$ cat src/rtl/pwr_mode_pkg.sv
package pwr_mode_pkg;

  typedef enum logic [2:0] {
    PM_BOOT    = 3'd0,
    PM_NORMAL  = 3'd1,
    PM_SLEEP   = 3'd2,
    PM_STANDBY = 3'd3,
    PM_RESUME  = 3'd4
  } pm_state_t;

  typedef enum logic {
    CAUSE_KEEP = 1'b0,
    CAUSE_AUTO = 1'b1
  } sleep_cause_t;

endpackage

$ cat src/rtl/pwr_tick_timer.sv
// Wrapping tick counter: done_o pulses on the LIMIT-th tick after a clear.
module pwr_tick_timer #(
  parameter int LIMIT = 8
) (
  input  logic clk,
  input  logic rst_n,
  input  logic clr_i,
  input  logic tick_i,
  output logic done_o
);
  localparam int W = $clog2(LIMIT + 1);
  localparam logic [W-1:0] LAST = W'(LIMIT - 1);

  logic [W-1:0] cnt_q, cnt_d;

  always_comb begin
    cnt_d = cnt_q;
    if (clr_i) begin
      cnt_d = '0;
    end else if (tick_i) begin
      cnt_d = (cnt_q == LAST) ? '0 : cnt_q + 1'b1;
    end
  end

  always_ff @(posedge clk or negedge rst_n) begin
    if (!rst_n) cnt_q <= '0;
    else        cnt_q <= cnt_d;
  end

  assign done_o = !clr_i && tick_i && (cnt_q == LAST);

endmodule

$ cat src/rtl/pwr_tick_gen.sv
// Microsecond and millisecond strobes from the system clock.
module pwr_tick_gen #(
  parameter int CLK_PER_US = 125,
  parameter int US_PER_MS  = 1000
) (
  input  logic clk,
  input  logic rst_n,
  output logic us_tick_o,
  output logic ms_tick_o
);
  pwr_tick_timer #(.LIMIT(CLK_PER_US)) u_us (
    .clk(clk), .rst_n(rst_n), .clr_i(1'b0), .tick_i(1'b1), .done_o(us_tick_o)
  );

  pwr_tick_timer #(.LIMIT(US_PER_MS)) u_ms (
    .clk(clk), .rst_n(rst_n), .clr_i(1'b0), .tick_i(us_tick_o), .done_o(ms_tick_o)
  );

  p_ms_inside_us_r6 : assert property (@(posedge clk) disable iff (!rst_n)
    ms_tick_o |-> us_tick_o)
    else $error("ms tick outside a us tick");

endmodule

$ cat src/rtl/pwr_listen_sched.sv
// Receiver duty cycle while asleep: phase counts ms from sleep entry.
module pwr_listen_sched #(
  parameter int PERIOD = 32,
  parameter int LISTEN = 6
) (
  input  logic clk,
  input  logic rst_n,
  input  logic run_i,
  input  logic tick_i,
  output logic win_o
);
  localparam int W = $clog2(PERIOD + 1);
  localparam logic [W-1:0] LAST = W'(PERIOD - 1);
  localparam logic [W-1:0] OPEN = W'(PERIOD - LISTEN);

  logic [W-1:0] phase_q, phase_d;

  always_comb begin
    phase_d = phase_q;
    if (!run_i) begin
      phase_d = '0;
    end else if (tick_i) begin
      phase_d = (phase_q == LAST) ? '0 : phase_q + 1'b1;
    end
  end

  always_ff @(posedge clk or negedge rst_n) begin
    if (!rst_n) phase_q <= '0;
    else        phase_q <= phase_d;
  end

  assign win_o = (phase_q >= OPEN);

  p_window_opens_on_tick_r6 : assert property (@(posedge clk) disable iff (!rst_n)
    $rose(win_o) |-> $past(tick_i) && $past(run_i))
    else $error("listen window opened without a ms tick");

  p_window_shut_at_entry_r6 : assert property (@(posedge clk) disable iff (!rst_n)
    ((OPEN != '0) && $rose(run_i)) |-> !win_o)
    else $error("listen window open on sleep entry");

endmodule

$ cat src/rtl/pwr_inh_follow.sv
// INH follows its target after DLY microsecond ticks of disagreement.
module pwr_inh_follow #(
  parameter int DLY = 40
) (
  input  logic clk,
  input  logic rst_n,
  input  logic target_i,
  input  logic tick_i,
  output logic inh_o
);
  localparam int W = $clog2(DLY + 1);
  localparam logic [W-1:0] LAST = W'(DLY - 1);

  logic         inh_q, inh_d;
  logic [W-1:0] cnt_q, cnt_d;

  always_comb begin
    inh_d = inh_q;
    cnt_d = cnt_q;
    if (inh_q == target_i) begin
      cnt_d = '0;
    end else if (tick_i) begin
      if (cnt_q == LAST) begin
        inh_d = target_i;
        cnt_d = '0;
      end else begin
        cnt_d = cnt_q + 1'b1;
      end
    end
  end

  always_ff @(posedge clk or negedge rst_n) begin
    if (!rst_n) begin
      inh_q <= 1'b0;
      cnt_q <= '0;
    end else begin
      inh_q <= inh_d;
      cnt_q <= cnt_d;
    end
  end

  assign inh_o = inh_q;

  p_inh_moves_on_tick_r2 : assert property (@(posedge clk) disable iff (!rst_n)
    (inh_q != $past(inh_q)) |-> ($past(tick_i) && ($past(target_i) == inh_q)))
    else $error("INH changed off a tick or away from its target");

endmodule

$ cat src/rtl/pwr_mode_ctrl.sv
module pwr_mode_ctrl
  import pwr_mode_pkg::*;
#(
  parameter int CLK_PER_US       = 125,
  parameter int US_PER_MS        = 1000,
  parameter int INH_DLY_US       = 40,
  parameter int HDO_DLY_US       = 100,
  parameter int BOOT_MS          = 3,
  parameter int AUTO_SLEEP_MS    = 8000,
  parameter int LISTEN_PERIOD_MS = 32,
  parameter int LISTEN_MS        = 6,
  parameter int WAKE_MSG_MS      = 150
) (
  input  logic clk,
  input  logic rst_n,
  input  logic sleep_n_i,
  input  logic sleep_cmd_i,
  input  logic bus_act_i,
  input  logic wake_msg_i,
  input  logic wake_pin_i,
  input  logic auto_sleep_en_i,
  output logic inh_o,
  output logic hdo_o,
  output logic clr_out_o,
  output logic wake_tx_o,
  output logic rx_en_o
);
  localparam int HW = $clog2(HDO_DLY_US + 1);
  localparam logic [HW-1:0] HDO_LAST = HW'(HDO_DLY_US);

  // reset: asserted asynchronously, released after two clocks
  logic [1:0] rst_sync_q;
  logic       rst_int_n;

  always_ff @(posedge clk or negedge rst_n) begin
    if (!rst_n) rst_sync_q <= 2'b00;
    else        rst_sync_q <= {rst_sync_q[0], 1'b1};
  end
  assign rst_int_n = rst_sync_q[1];

  // ticks and timers
  logic us_tick, ms_tick;
  logic boot_done, idle_done, tx_done, listen_win;
  logic idle_clr;

  pm_state_t    state_q, state_d;
  sleep_cause_t cause_q, cause_d;

  pwr_tick_gen #(.CLK_PER_US(CLK_PER_US), .US_PER_MS(US_PER_MS)) u_ticks (
    .clk(clk), .rst_n(rst_int_n), .us_tick_o(us_tick), .ms_tick_o(ms_tick)
  );

  pwr_tick_timer #(.LIMIT(BOOT_MS)) u_boot (
    .clk(clk), .rst_n(rst_int_n), .clr_i(state_q != PM_BOOT),
    .tick_i(ms_tick), .done_o(boot_done)
  );

  assign idle_clr = !(state_q == PM_NORMAL && auto_sleep_en_i) || bus_act_i;

  pwr_tick_timer #(.LIMIT(AUTO_SLEEP_MS)) u_idle (
    .clk(clk), .rst_n(rst_int_n), .clr_i(idle_clr),
    .tick_i(ms_tick), .done_o(idle_done)
  );

  pwr_tick_timer #(.LIMIT(WAKE_MSG_MS)) u_txlen (
    .clk(clk), .rst_n(rst_int_n), .clr_i(state_q != PM_STANDBY),
    .tick_i(ms_tick), .done_o(tx_done)
  );

  pwr_listen_sched #(.PERIOD(LISTEN_PERIOD_MS), .LISTEN(LISTEN_MS)) u_listen (
    .clk(clk), .rst_n(rst_int_n), .run_i(state_q == PM_SLEEP),
    .tick_i(ms_tick), .win_o(listen_win)
  );

  pwr_inh_follow #(.DLY(INH_DLY_US)) u_inh (
    .clk(clk), .rst_n(rst_int_n), .target_i(state_q != PM_SLEEP),
    .tick_i(us_tick), .inh_o(inh_o)
  );

  // pin edge detection
  logic sleep_n_q, wake_q;
  logic sleep_fall, wake_edge;

  always_ff @(posedge clk or negedge rst_int_n) begin
    if (!rst_int_n) begin
      sleep_n_q <= 1'b1;
      wake_q    <= 1'b0;
    end else begin
      sleep_n_q <= sleep_n_i;
      wake_q    <= wake_pin_i;
    end
  end

  assign sleep_fall = sleep_n_q && !sleep_n_i;
  assign wake_edge  = wake_q ^ wake_pin_i;

  // mode state machine
  always_comb begin
    state_d = state_q;
    cause_d = cause_q;
    unique case (state_q)
      PM_BOOT: begin
        if (boot_done) state_d = PM_NORMAL;
      end
      PM_NORMAL: begin
        if (sleep_fall || sleep_cmd_i) begin
          state_d = PM_SLEEP;
          cause_d = CAUSE_KEEP;
        end else if (idle_done) begin
          state_d = PM_SLEEP;
          cause_d = CAUSE_AUTO;
        end
      end
      PM_SLEEP: begin
        if (wake_edge)                     state_d = PM_STANDBY;
        else if (wake_msg_i && listen_win) state_d = PM_RESUME;
      end
      PM_STANDBY: begin
        if (tx_done) state_d = PM_NORMAL;
      end
      PM_RESUME: begin
        if (inh_o) state_d = PM_NORMAL;
      end
      default: state_d = PM_BOOT;
    endcase
  end

  always_ff @(posedge clk or negedge rst_int_n) begin
    if (!rst_int_n) begin
      state_q <= PM_BOOT;
      cause_q <= CAUSE_KEEP;
    end else begin
      state_q <= state_d;
      cause_q <= cause_d;
    end
  end

  // HDO delay in standby (saturating us count)
  logic [HW-1:0] hdo_cnt_q, hdo_cnt_d;

  always_comb begin
    hdo_cnt_d = hdo_cnt_q;
    if (state_q != PM_STANDBY) begin
      hdo_cnt_d = '0;
    end else if (us_tick && (hdo_cnt_q != HDO_LAST)) begin
      hdo_cnt_d = hdo_cnt_q + 1'b1;
    end
  end

  always_ff @(posedge clk or negedge rst_int_n) begin
    if (!rst_int_n) hdo_cnt_q <= '0;
    else            hdo_cnt_q <= hdo_cnt_d;
  end

  // outputs
  assign hdo_o     = !(((state_q == PM_STANDBY) && (hdo_cnt_q == HDO_LAST)) ||
                       (state_q == PM_RESUME));
  assign wake_tx_o = (state_q == PM_STANDBY);
  assign clr_out_o = (state_q == PM_SLEEP) && (cause_q == CAUSE_AUTO);
  assign rx_en_o   = (state_q == PM_NORMAL) || ((state_q == PM_SLEEP) && listen_win);

  // checks
  p_clear_needs_auto_r5 : assert property (@(posedge clk) disable iff (!rst_int_n)
    $rose(clr_out_o) |-> $past(auto_sleep_en_i) && !$past(bus_act_i))
    else $error("output clear without auto-sleep timeout");

  p_resume_needs_window_r7 : assert property (@(posedge clk) disable iff (!rst_int_n)
    ($fell(hdo_o) && !wake_tx_o) |-> ($past(rx_en_o) && $past(wake_msg_i)))
    else $error("resume without in-window wakeup message");

  p_broadcast_needs_edge_r8 : assert property (@(posedge clk) disable iff (!rst_int_n)
    $rose(wake_tx_o) |-> ($past(wake_pin_i) != $past(wake_pin_i, 2)))
    else $error("wakeup broadcast without a wake pin edge");

  p_inh_before_hdo_r8 : assert property (@(posedge clk) disable iff (!rst_int_n)
    (wake_tx_o && !hdo_o) |-> inh_o)
    else $error("HDO low before INH raised during broadcast");

endmodule

$ cat config.mk
export PLATFORM = sky130hd
export DESIGN_NAME = pwr_mode_ctrl
export DESIGN_NICKNAME = d
export VERILOG_FILES = /design/src/rtl/pwr_mode_pkg.sv /design/src/rtl/pwr_tick_timer.sv /design/src/rtl/pwr_tick_gen.sv /design/src/rtl/pwr_listen_sched.sv /design/src/rtl/pwr_inh_follow.sv /design/src/rtl/pwr_mode_ctrl.sv
export SDC_FILE = /design/constraint.sdc
export NUM_CORES = 1
export LEC_CHECK = 0
export ABC_AREA = 1
export BUFFER_PORTS_ARGS = -buffer_cell sky130_fd_sc_hd__buf_2
export CAP_MARGIN = 10
export CORE_UTILIZATION = 62
export DETAILED_ROUTE_END_ITERATION = 6
export PLACE_DENSITY = 0.8
export SYNTH_ARGS = -nofsm -noshare
export SYNTH_HDL_FRONTEND = slang
export SYNTH_SLANG_ARGS = --single-unit
$ cat constraint.sdc
create_clock -name clk -period 2.4 [get_ports clk]
set_input_delay 0.48 -clock clk [delete_from_list [all_inputs] [get_ports clk]]
set_output_delay 0.48 -clock clk [all_outputs]
set_load 0.05 [all_outputs]
# After elaboration in Yosys (flattened, before gate mapping)
# Index checks and enable logic that the tools add are counted.
dict set report totals {
  register_bits 68
  in_bits 8
  out_inout_bits 5
}
dict set report op_classes {
  addsub 8
  order_cmp 1
  eq_ne 22
  n_mux 29
  bitwise 2
  reduce_logical 35
}
# op n
set ops {}
lappend ops {{$mux W13} 3}
lappend ops {{$mux W6} 6}
lappend ops {{$mux W8} 3}
lappend ops {{$mux W3} 7}
lappend ops {{$mux W7} 3}
lappend ops {{$pmux W3 S5} 1}
lappend ops {{$add A7 B1 Y7 const B} 2}
lappend ops {{$eq A7 B7 Y1 const B} 2}
lappend ops {{$logic_and A1 B1 Y1} 14}
lappend ops {{$add A13 B1 Y13 const B} 1}
lappend ops {{$eq A13 B13 Y1 const B} 1}
lappend ops {{$add A6 B1 Y6 const B} 2}
lappend ops {{$reduce_bool A2 Y1} 6}
lappend ops {{$add A10 B1 Y10 const B} 1}
lappend ops {{$eq A10 B10 Y1 const B} 1}
lappend ops {{$mux W10} 1}
lappend ops {{$ne A3 B2 Y1 const B} 3}
lappend ops {{$add A8 B1 Y8 const B} 1}
lappend ops {{$eq A8 B8 Y1 const B} 1}
lappend ops {{$ne A7 B7 Y1 const B} 1}
lappend ops {{$eq A3 B2 Y1 const B} 2}
lappend ops {{$eq A6 B5 Y1 const B} 1}
lappend ops {{$eq A6 B6 Y1 const B} 1}
lappend ops {{$ge A6 B5 Y1 const B} 1}
lappend ops {{other kinds (19)} 32}

# Longest topological paths before layout
# Gate-level depths: netlist of run 1.
dict set report depth {
  ltp_word 10
  mapped_depth 13
}

# Cells and area by module
# Synthesis of run 1 repeated with hierarchy kept, for this count alone.
dict set report unflattened {
  hier_cells 560
  hier_area_um2 4182.8
}
# mod instances cells_per_inst area_each_um2 seq_area_each_um2
set by_module_without_submodules {}
lappend by_module_without_submodules {pwr_mode_ctrl 1 123 958.4 376.6}
lappend by_module_without_submodules {{pwr_tick_timer at u_idle} 1 100 782.0 325.3}
lappend by_module_without_submodules {{pwr_tick_timer at u_ticks.u_ms} 1 91 629.4 250.2}
lappend by_module_without_submodules {{pwr_tick_timer at u_txlen} 1 74 515.5 200.2}
lappend by_module_without_submodules {{pwr_tick_timer at u_ticks.u_us} 1 51 412.9 175.2}
lappend by_module_without_submodules {pwr_inh_follow 1 56 407.9 175.2}
lappend by_module_without_submodules {pwr_listen_sched 1 47 361.6 150.1}
lappend by_module_without_submodules {{pwr_tick_timer at u_boot} 1 16 107.6 50.0}
lappend by_module_without_submodules {pwr_tick_gen 1 2 7.5 0.0}

# Worst setup path before layout of run 1
# No wires, ideal clock.
dict set report synth_path {
  path_type {flip-flop to output port}
  start {reg state_q[2]}
  end {out hdo_o}
  t_arrival_ps 1471
  required_ps 1920
  setup_slack_ps 449
  path_stages_with_launch 8
  cell_sequence {dfrtp_1 inv_1 nand2_1 nor2_1 buf_2 inv_1 o22ai_1 inv_1}
}
dict set report synth_between {
  elab_chain_cells 4
  word_cells_on_any_way 5
  cone_classes {eq/ne (2); reduce/logical (3)}
}
# element line_no
set synth_lines {}
lappend synth_lines {{from (decl)} pwr_mode_ctrl.sv:46} ;# pm_state_t state_q, state_d;
lappend synth_lines {{from (signal assigned)} pwr_mode_ctrl.sv:133} ;# state_q <= state_d;
lappend synth_lines {{$eq A3 B2 Y1} -}
lappend synth_lines {{via wake_tx_o} pwr_mode_ctrl.sv:25} ;# output logic wake_tx_o,
lappend synth_lines {{$logic_and A1 B1 Y1} pwr_mode_ctrl.sv:156} ;# assign hdo_o = !(((state_q == PM_STANDBY) && (hdo_cnt_q == HDO_LAST)) ||
lappend synth_lines {{$logic_or A1 B1 Y1} pwr_mode_ctrl.sv:156}
lappend synth_lines {{$logic_not A1 Y1} pwr_mode_ctrl.sv:156}
lappend synth_lines {{to (decl)} pwr_mode_ctrl.sv:23} ;# output logic hdo_o,
# The timed path passes the listed nets, and every way through them passes these cells.

# Worst setup path in the final report of run 1
dict set report layout_path {
  start {reg state_q[2]}
  end {out hdo_o}
}
dict set report layout_between {
  elab_chain_cells 4
  word_cells_on_any_way 5
  cone_classes {eq/ne (2); reduce/logical (3)}
}
# element line_no
set layout_lines {}
lappend layout_lines {{$eq A3 B2 Y1} pwr_mode_ctrl.sv:156}
lappend layout_lines {{$logic_and A1 B1 Y1} pwr_mode_ctrl.sv:156}
lappend layout_lines {{$logic_or A1 B1 Y1 (*)} pwr_mode_ctrl.sv:156}
lappend layout_lines {{$logic_not A1 Y1 (*)} pwr_mode_ctrl.sv:156}
# Mark *: on every way between the ends. The rest lies on a longest branch, timed or not.

==> reports/results.tsv, run 1 <==
stage	metric	value	unit
status	status	complete, no violations	
global_routing	vias in the first global route	2917	
global_routing	total gr overflow	0	
critical_path	slowest CP cell	dfrtp_1	
sta	Final Critical Period	2.20	ns
floorplan	die height	79.4	um
placed_design	Post-DP HPWL	5210	um
sta	Hold Vio Cnt, Final	0	
min_path	worst hold path class	in2reg	
final_layout	fin nets	495	
detailed_routing	initial DRC count	235	
placed_design	GPL Wtd Cong	0.842	
critical_path	CP Launch Type	flip-flop	
synthesis	Synth area leaders	dfrtp_1 45%, nand2_1 8.9%, inv_1 6.6%, nor2_1 5.1%, o21ai_0 3.9%	
final_layout	most frequent cells in the layout	88 x nand2_1, 66 x dfrtp_1, 65 x inv_1, 49 x nor2_1, 29 x o21ai_0	
detailed_routing	total number of vias	3051	
critical_path	Worst R2R End	state_q[1]	
sta	FMAX	455	MHz
global_routing	GRT Overall Usage	26.1	%
power_and_ir_drop	static leakage	1.94	nW
sta	Slew @ Worst Pin	0.652	ns
final_layout	layout cells sized above 1	12.7	%
critical_path	CP delay by family, top	buffers and inverters	
synthesis	Synth warnings	0	
floorplan	initial core utilization	65.9	%
job	Max-Cap Viols	0	
final_layout	commonest non-fill, non-tap cell in the layout	nand2_1	
floorplan	die area	0.00631	mm2
cts	cts bufs inserted	9	
critical_path	WP data required	1.92	ns
min_path	Hold Path Sink	sleep_n_q	
critical_path	cells along the critical path	inv_1 -> nand2_1 -> nor2_2 -> inv_1 -> o22ai_1 -> inv_1 -> buf_2	
cts	clk sinks	68	
critical_path	crit-path max cell delay	0.40	ns
critical_path	Critical R2R Launch	u_ticks.u_us.cnt_q[0]	
global_routing	initial antenna violation count	0	
synthesis	adder-cell share of the synthesized area	3.70	%
synthesis	Cells after Synth	453	
final_layout	antenna cells	0	
power_and_ir_drop	PwrDens	700	mW/mm2
detailed_routing	Vias per Instance	5.52	
floorplan	# rows	27	
sta	final max-slew violation count	0	
synthesis	Syn Nets	472	
sta	worst hold margin	0.239	ns
synthesis	ys async rst share	100	%
detailed_routing	WL/cell	13.1	um
critical_path	crit path max fanout	5	
sta	period utilization	91.5	%
sta	max_slew headroom	56.1	%
placed_design	Buffers on Ports	12	
critical_path	CP Capture Type	output pin	
final_layout	Non-Filler Instances	553	
synthesis	area share of the largest cell type after synthesis	45.1	%
cts	CTS tree	built	
synthesis	Compound-Gate Fraction of Synth Area	12.5	%
global_routing	first-pass GRT wire length	12600	um
synthesis	Post-Synth Simple-Gate Area	27.2	%
synthesis	Synth Cell Area	0.00372	mm2
detailed_routing	post-route ant nets	0	
synthesis	XOR/XNOR share of the synthesized area	3.06	%
sta	Final setup viols	0	
synthesis	syn_area_per_cell	8.20	um2
sta	clock skew	0.00608	ns
final_layout	fin area	0.00408	mm2
min_path	hold path depth	1	
floorplan	Ports	13	
cts	Root Driver	clkbuf_8	
power_and_ir_drop	Peak VDD IR	0.487	mV
floorplan	die width	79.4	um
detailed_routing	Post-Route WL	7270	um
critical_path	CP dominant cell by count	inv_1	
critical_path	WP buf/inv	4	
critical_path	critical path type	reg2out	
synthesis	area leader, netlist	dfrtp_1	
critical_path	Data arrival, critical path	1.72	ns
synthesis	Post-synth EDFFs	0	
cts	postcts setup bufs	0	
synthesis	top_reg_cell synth	dfrtp_1	
synthesis	Seq cells post-synth	68	
global_routing	largest net degree at the start of global routing	41	
placed_design	area post-placement	0.00388	mm2
synthesis	mux cell area share after synthesis	0	%
sta	final setup margin	0.204	ns
sta	setup tns final	0	ns
floorplan	core area	0.00564	mm2
cts	CTS max path bufs	2	
critical_path	r2r setup slk	0.37	ns
min_path	Hold Startpoint	sleep_n_i	
critical_path	worst reg2reg path depth	11	
synthesis	Synth cell types	41	
synthesis	largest family of logic cells by synthesized area	simple AND/OR/NAND/NOR gates	
sta	RSZ-0062 raised after global routing	false	
detailed_routing	DRC Markers	0	
placed_design	Placed Cells	536	
placed_design	post-place setup slack	0.383	ns
synthesis	register area share after synthesis	45.8	%
cts	H-Tree Depth	3	
detailed_routing	drt first pass iters	4	
cts	Clock Latency Late Sink	0.34	ns
cts	Clock transition at path regs	0.07	ns
final_layout	Area Growth Syn to Fin	9.76	%
how the worst max path moves through the flow:
stage | start | to | slack, ns | cells past startpoint
finish | state_q[2] | hdo_o | 0.20 | 7
global placement | u_ticks.u_us.cnt_q[0] | u_idle.cnt_q[1] | 0.48 | 8
global route | state_q[2] | hdo_o | 0.06 | 7
CTS | state_q[2] | rx_en_o | 0.11 | 6
detailed placement | u_ticks.u_us.cnt_q[0] | state_q[1] | 0.38 | 11
floorplan | rst_sync_q[1] | cause_q | 0.37 | 0
stage by stage:
stage,power (W),utilization [%]
global placement,0.00192,68.7
CTS,0.00285,72.2
global route,0.00300,72.3
detailed placement,0.00195,68.7
finish,0.00286,72.3
floorplan,0.00178,-
registers in the layout, summed over array words and instances (netlist names):
register	flops
u_ticks.u_ms.cnt_q	10
wake_q	1
u_inh.cnt_q	6
u_idle.cnt_q	13
u_listen.phase_q	6
u_boot.cnt_q	2
sleep_n_q	1
state_q	3
cause_q	1
u_ticks.u_us.cnt_q	7
hdo_cnt_q	7
rst_sync_q	2
u_inh.inh_o	1
u_txlen.cnt_q	8
synth_stat cells, types with 2 or more instances:
master	count
a21oi_1	22
a31oi_1	3
buf_2	2
dfrtp_1	67
ha_1	11
inv_1	65
nand2_1	88
nand2_2	4
nand2_4	2
nand3_1	27
nand3_2	3
nand3_4	2
nand4_1	8
nor2_1	50
nor2_2	3
nor2_8	3
nor3_1	12
nor3_2	2
o21a_1	6
o21ai_0	29
o21ai_1	2
o21ai_2	5
o22ai_1	5
o31ai_1	4
xnor2_1	4
xor2_1	9
routing by layer:
metal	GRT usage, %	vias up	share of wire (%)
met5	0	-	0
met4	11.5	0	1.3
met3	5.14	8	3.4
met2	43.0	65	48
met1	33.2	1453	47
li1	-	1525	-
logic make-up (layout without fill, tap and decap cells):
| family | after synthesis | in the layout |
|---|---|---|
| and+or+nand+nor | 209 | 209 |
| AOI/OAI and AO/OA | 80 | 80 |
| buffers and inverters | 71 | 99 |
| DFF | 68 | 68 |
| xor gates and xnor gates | 13 | 13 |
| adders and majority gates | 11 | 11 |
| other | 1 | 1 |
where the power goes:
part	internal [W]	total (W)	switching (W)
logic	0.000196	0.000688	0.000493
clock network	0.000476	0.000912	0.000436
registers	0.00120	0.00126	0.0000542
area by class of cell:
cell class / instances / area (um2)
Timing Repair Buffer: 15 / 97.6
Clock buffer: 11 / 131
Tap cell: 72 / 90.1
Multi-Input combinational cell: 314 / 1740
Inverter: 68 / 263
Fill cell: 420 / 1560
Clock inverter: 5 / 52.6
Sequential cell: 68 / 1700
what timing repair did:
item                       in CTS  in global routing
hold endpoints to repair        2                  0
setup endpoints to repair       0                  2
gates resized for setup         0                  2
hold buffers                    1                  0
Note: power is estimated with default switching activity, not from simulation.
==> run 2: changes to the inputs <==
clock period = 2.1 ns   (was 2.4 ns; I/O delays follow)
==> reports/results.tsv, run 2 (synthesis results as in run 1) <==
stage	metric	value	unit	change
critical_path	crit path max fanout	5		unchanged
critical_path	critical path type	reg2out		
cts	Clock Latency Late Sink	0.34	ns	about the same
detailed_routing	Post-Route WL	7130	um	-2.0%
placed_design	GPL Wtd Cong	0.935		+11%
power_and_ir_drop	Peak VDD IR	0.991	mV	+100%
floorplan	# rows	27		unchanged
sta	final setup margin	0.0780	ns	-0.126 ns
floorplan	die height	79.4	um	unchanged
sta	Final setup viols	0		unchanged
sta	RSZ-0062 raised after global routing	true		
sta	Hold Vio Cnt, Final	0		unchanged
detailed_routing	drt first pass iters	4		unchanged
floorplan	core area	0.00564	mm2	unchanged
critical_path	CP Launch Type	flip-flop		
placed_design	post-place setup slack	0.173	ns	-0.210 ns
floorplan	die area	0.00631	mm2	unchanged
global_routing	vias in the first global route	3009		+3.2%
sta	Final Critical Period	2.02	ns	
detailed_routing	total number of vias	3038		-0.43%
placed_design	area post-placement	0.00391	mm2	+0.77%
critical_path	Data arrival, critical path	1.60	ns	-0.12 ns
detailed_routing	WL/cell	12.6	um	-4.2%
final_layout	commonest non-fill, non-tap cell in the layout	nand2_1		
floorplan	die width	79.4	um	unchanged
detailed_routing	post-route ant nets	0		unchanged
cts	CTS max path bufs	2		unchanged
sta	FMAX	495	MHz	
detailed_routing	Vias per Instance	5.37		-2.7%
sta	period utilization	96.3	%	
min_path	worst hold path class	in2reg		
final_layout	top flop regs	u_idle.cnt_q: 13 flops, u_ticks.u_ms.cnt_q: 10 flops, u_txlen.cnt_q: 8 flops		
final_layout	fin area	0.00421	mm2	+3.3%
critical_path	CP Capture Type	output pin		
power_and_ir_drop	PwrDens	828	mW/mm2	+18%
floorplan	initial core utilization	65.9	%	unchanged
global_routing	largest net degree at the start of global routing	36		-12%
global_routing	GRT Overall Usage	26.0	%	-0.048 points
global_routing	total gr overflow	0		unchanged
final_layout	layout cells sized above 1	15.0	%	+2.3 points
sta	clock skew	0.00885	ns	+0.00278 ns
final_layout	Top reg by flops	u_idle.cnt_q		
final_layout	Reg area	0.00170	mm2	unchanged
final_layout	# fillers	391		-6.9%
final_layout	fin nets	508		+2.6%
final_layout	most frequent cells in the layout	88 x nand2_1, 66 x dfrtp_1, 63 x inv_1, 50 x nor2_1, 29 x o21ai_0		
global_routing	initial antenna violation count	0		unchanged
job	Max-Cap Viols	0		unchanged
placed_design	Placed Cells	540		+0.75%
cts	cts bufs inserted	9		unchanged
power_and_ir_drop	static leakage	2.02	nW	+3.9%
critical_path	WP data required	1.68	ns	-0.24 ns
sta	final max-slew violation count	0		unchanged
final_layout	Largest register FFs	13		unchanged
global_routing	first-pass GRT wire length	12700	um	+0.44%
cts	H-Tree Depth	3		unchanged
cts	Clock transition at path regs	0.07	ns	about the same
cts	CTS tree	built		
detailed_routing	initial DRC count	151		-36%
floorplan	Ports	13		unchanged
final_layout	Area Growth Syn to Fin	13.4	%	
detailed_routing	DRC Markers	0		unchanged
final_layout	antenna cells	0		unchanged
status	status	complete, no violations		
placed_design	Post-DP HPWL	5110	um	-1.9%
final_layout	Multi-input gate area	0.00174	mm2	+0.22%
cts	Root Driver	clkbuf_8		
final_layout	Non-Filler Instances	566		+2.4%
placed_design	Buffers on Ports	12		unchanged
cts	clk sinks	68		unchanged
-- run 2: cell types whose count changed in the layout (fill, tap and decap cells not counted), sizes merged --
cell and delta:
buf +13, clkbuf +3, clkinv -3, bufinv +1, clkinvlp -1
-- run 2: worst max-delay path, stage by stage (launching register included) --
cell and delay, ns:
dfrtp_1 0.41, inv_2 0.12, nand2_1 0.07, nor2_1 0.15, inv_1 0.13, o22ai_2 0.14
inv_1 0.06, buf_4 0.18
-- run 2: final cells by class --
type	instances	share of cell area (%)
clock buffer	14	3.62
inverter	68	6.24
tap	72	2.14
sequential	68	40.4
clock inverter	2	1.43
multi-input combinational	314	41.4
timing repair buffer	28	4.75
-- run 2: stage by stage --
stage	utilization (%)	total power (W)	TNS (ns)	hold WS [ns]
6_report	74.7	0.00349	0	0.180
3_3_place_gp	69.3	0.00221	0	0.205
4_1_cts	73.3	0.00344	0	0.168
2_1_floorplan	-	0.00203	0	0.124
5_1_grt	74.7	0.00369	-0.0681	0.164
3_5_place_dp	69.3	0.00225	0	0.206
-- run 2: timing repair --
item | CTS | global route
hold buffers | 1 | 0
gates resized for setup | 3 | 4
endpoints found under the hold margin | 2 | 0
setup endpoints to repair | 2 | 5
pin swaps | 0 | 1
setup buffers | 0 | 9
-- run 2: final timing paths --
kind,from,cells past startpoint,slack [ns],end
worst min register to register,rst_sync_q[1],0,0.23,u_txlen.cnt_q[4]
worst max register to register,u_ticks.u_us.cnt_q[1],9,0.20,state_q[0]
min in group asynchronous,rst_sync_q[1],0,0.23,u_txlen.cnt_q[4]
worst max-delay path,state_q[2],7,0.08,hdo_o
worst min-delay path,sleep_n_i,1,0.18,sleep_n_q
max in group asynchronous,rst_sync_q[1],1,1.26,sleep_n_q
-- run 2: report_power, final --
part	leakage [nW]	internal, W	total (W)	switching (W)
registers	0.923	0.00137	0.00144	0.0000637
clock network	0.105	0.000704	0.00117	0.000467
logic	0.989	0.000294	0.000882	0.000588
-- run 2: per-layer routing --
metal | share of wire [%] | vias to the layer above | GRT usage, % | wire (um)
met4 | 1.2 | 0 | 9.82 | 87
met2 | 48 | 49 | 43.3 | 3420
li1 | - | 1548 | - | -
met3 | 4.1 | 9 | 5.60 | 294
met1 | 47 | 1432 | 33.2 | 3330
met5 | 0 | - | 0 | 0
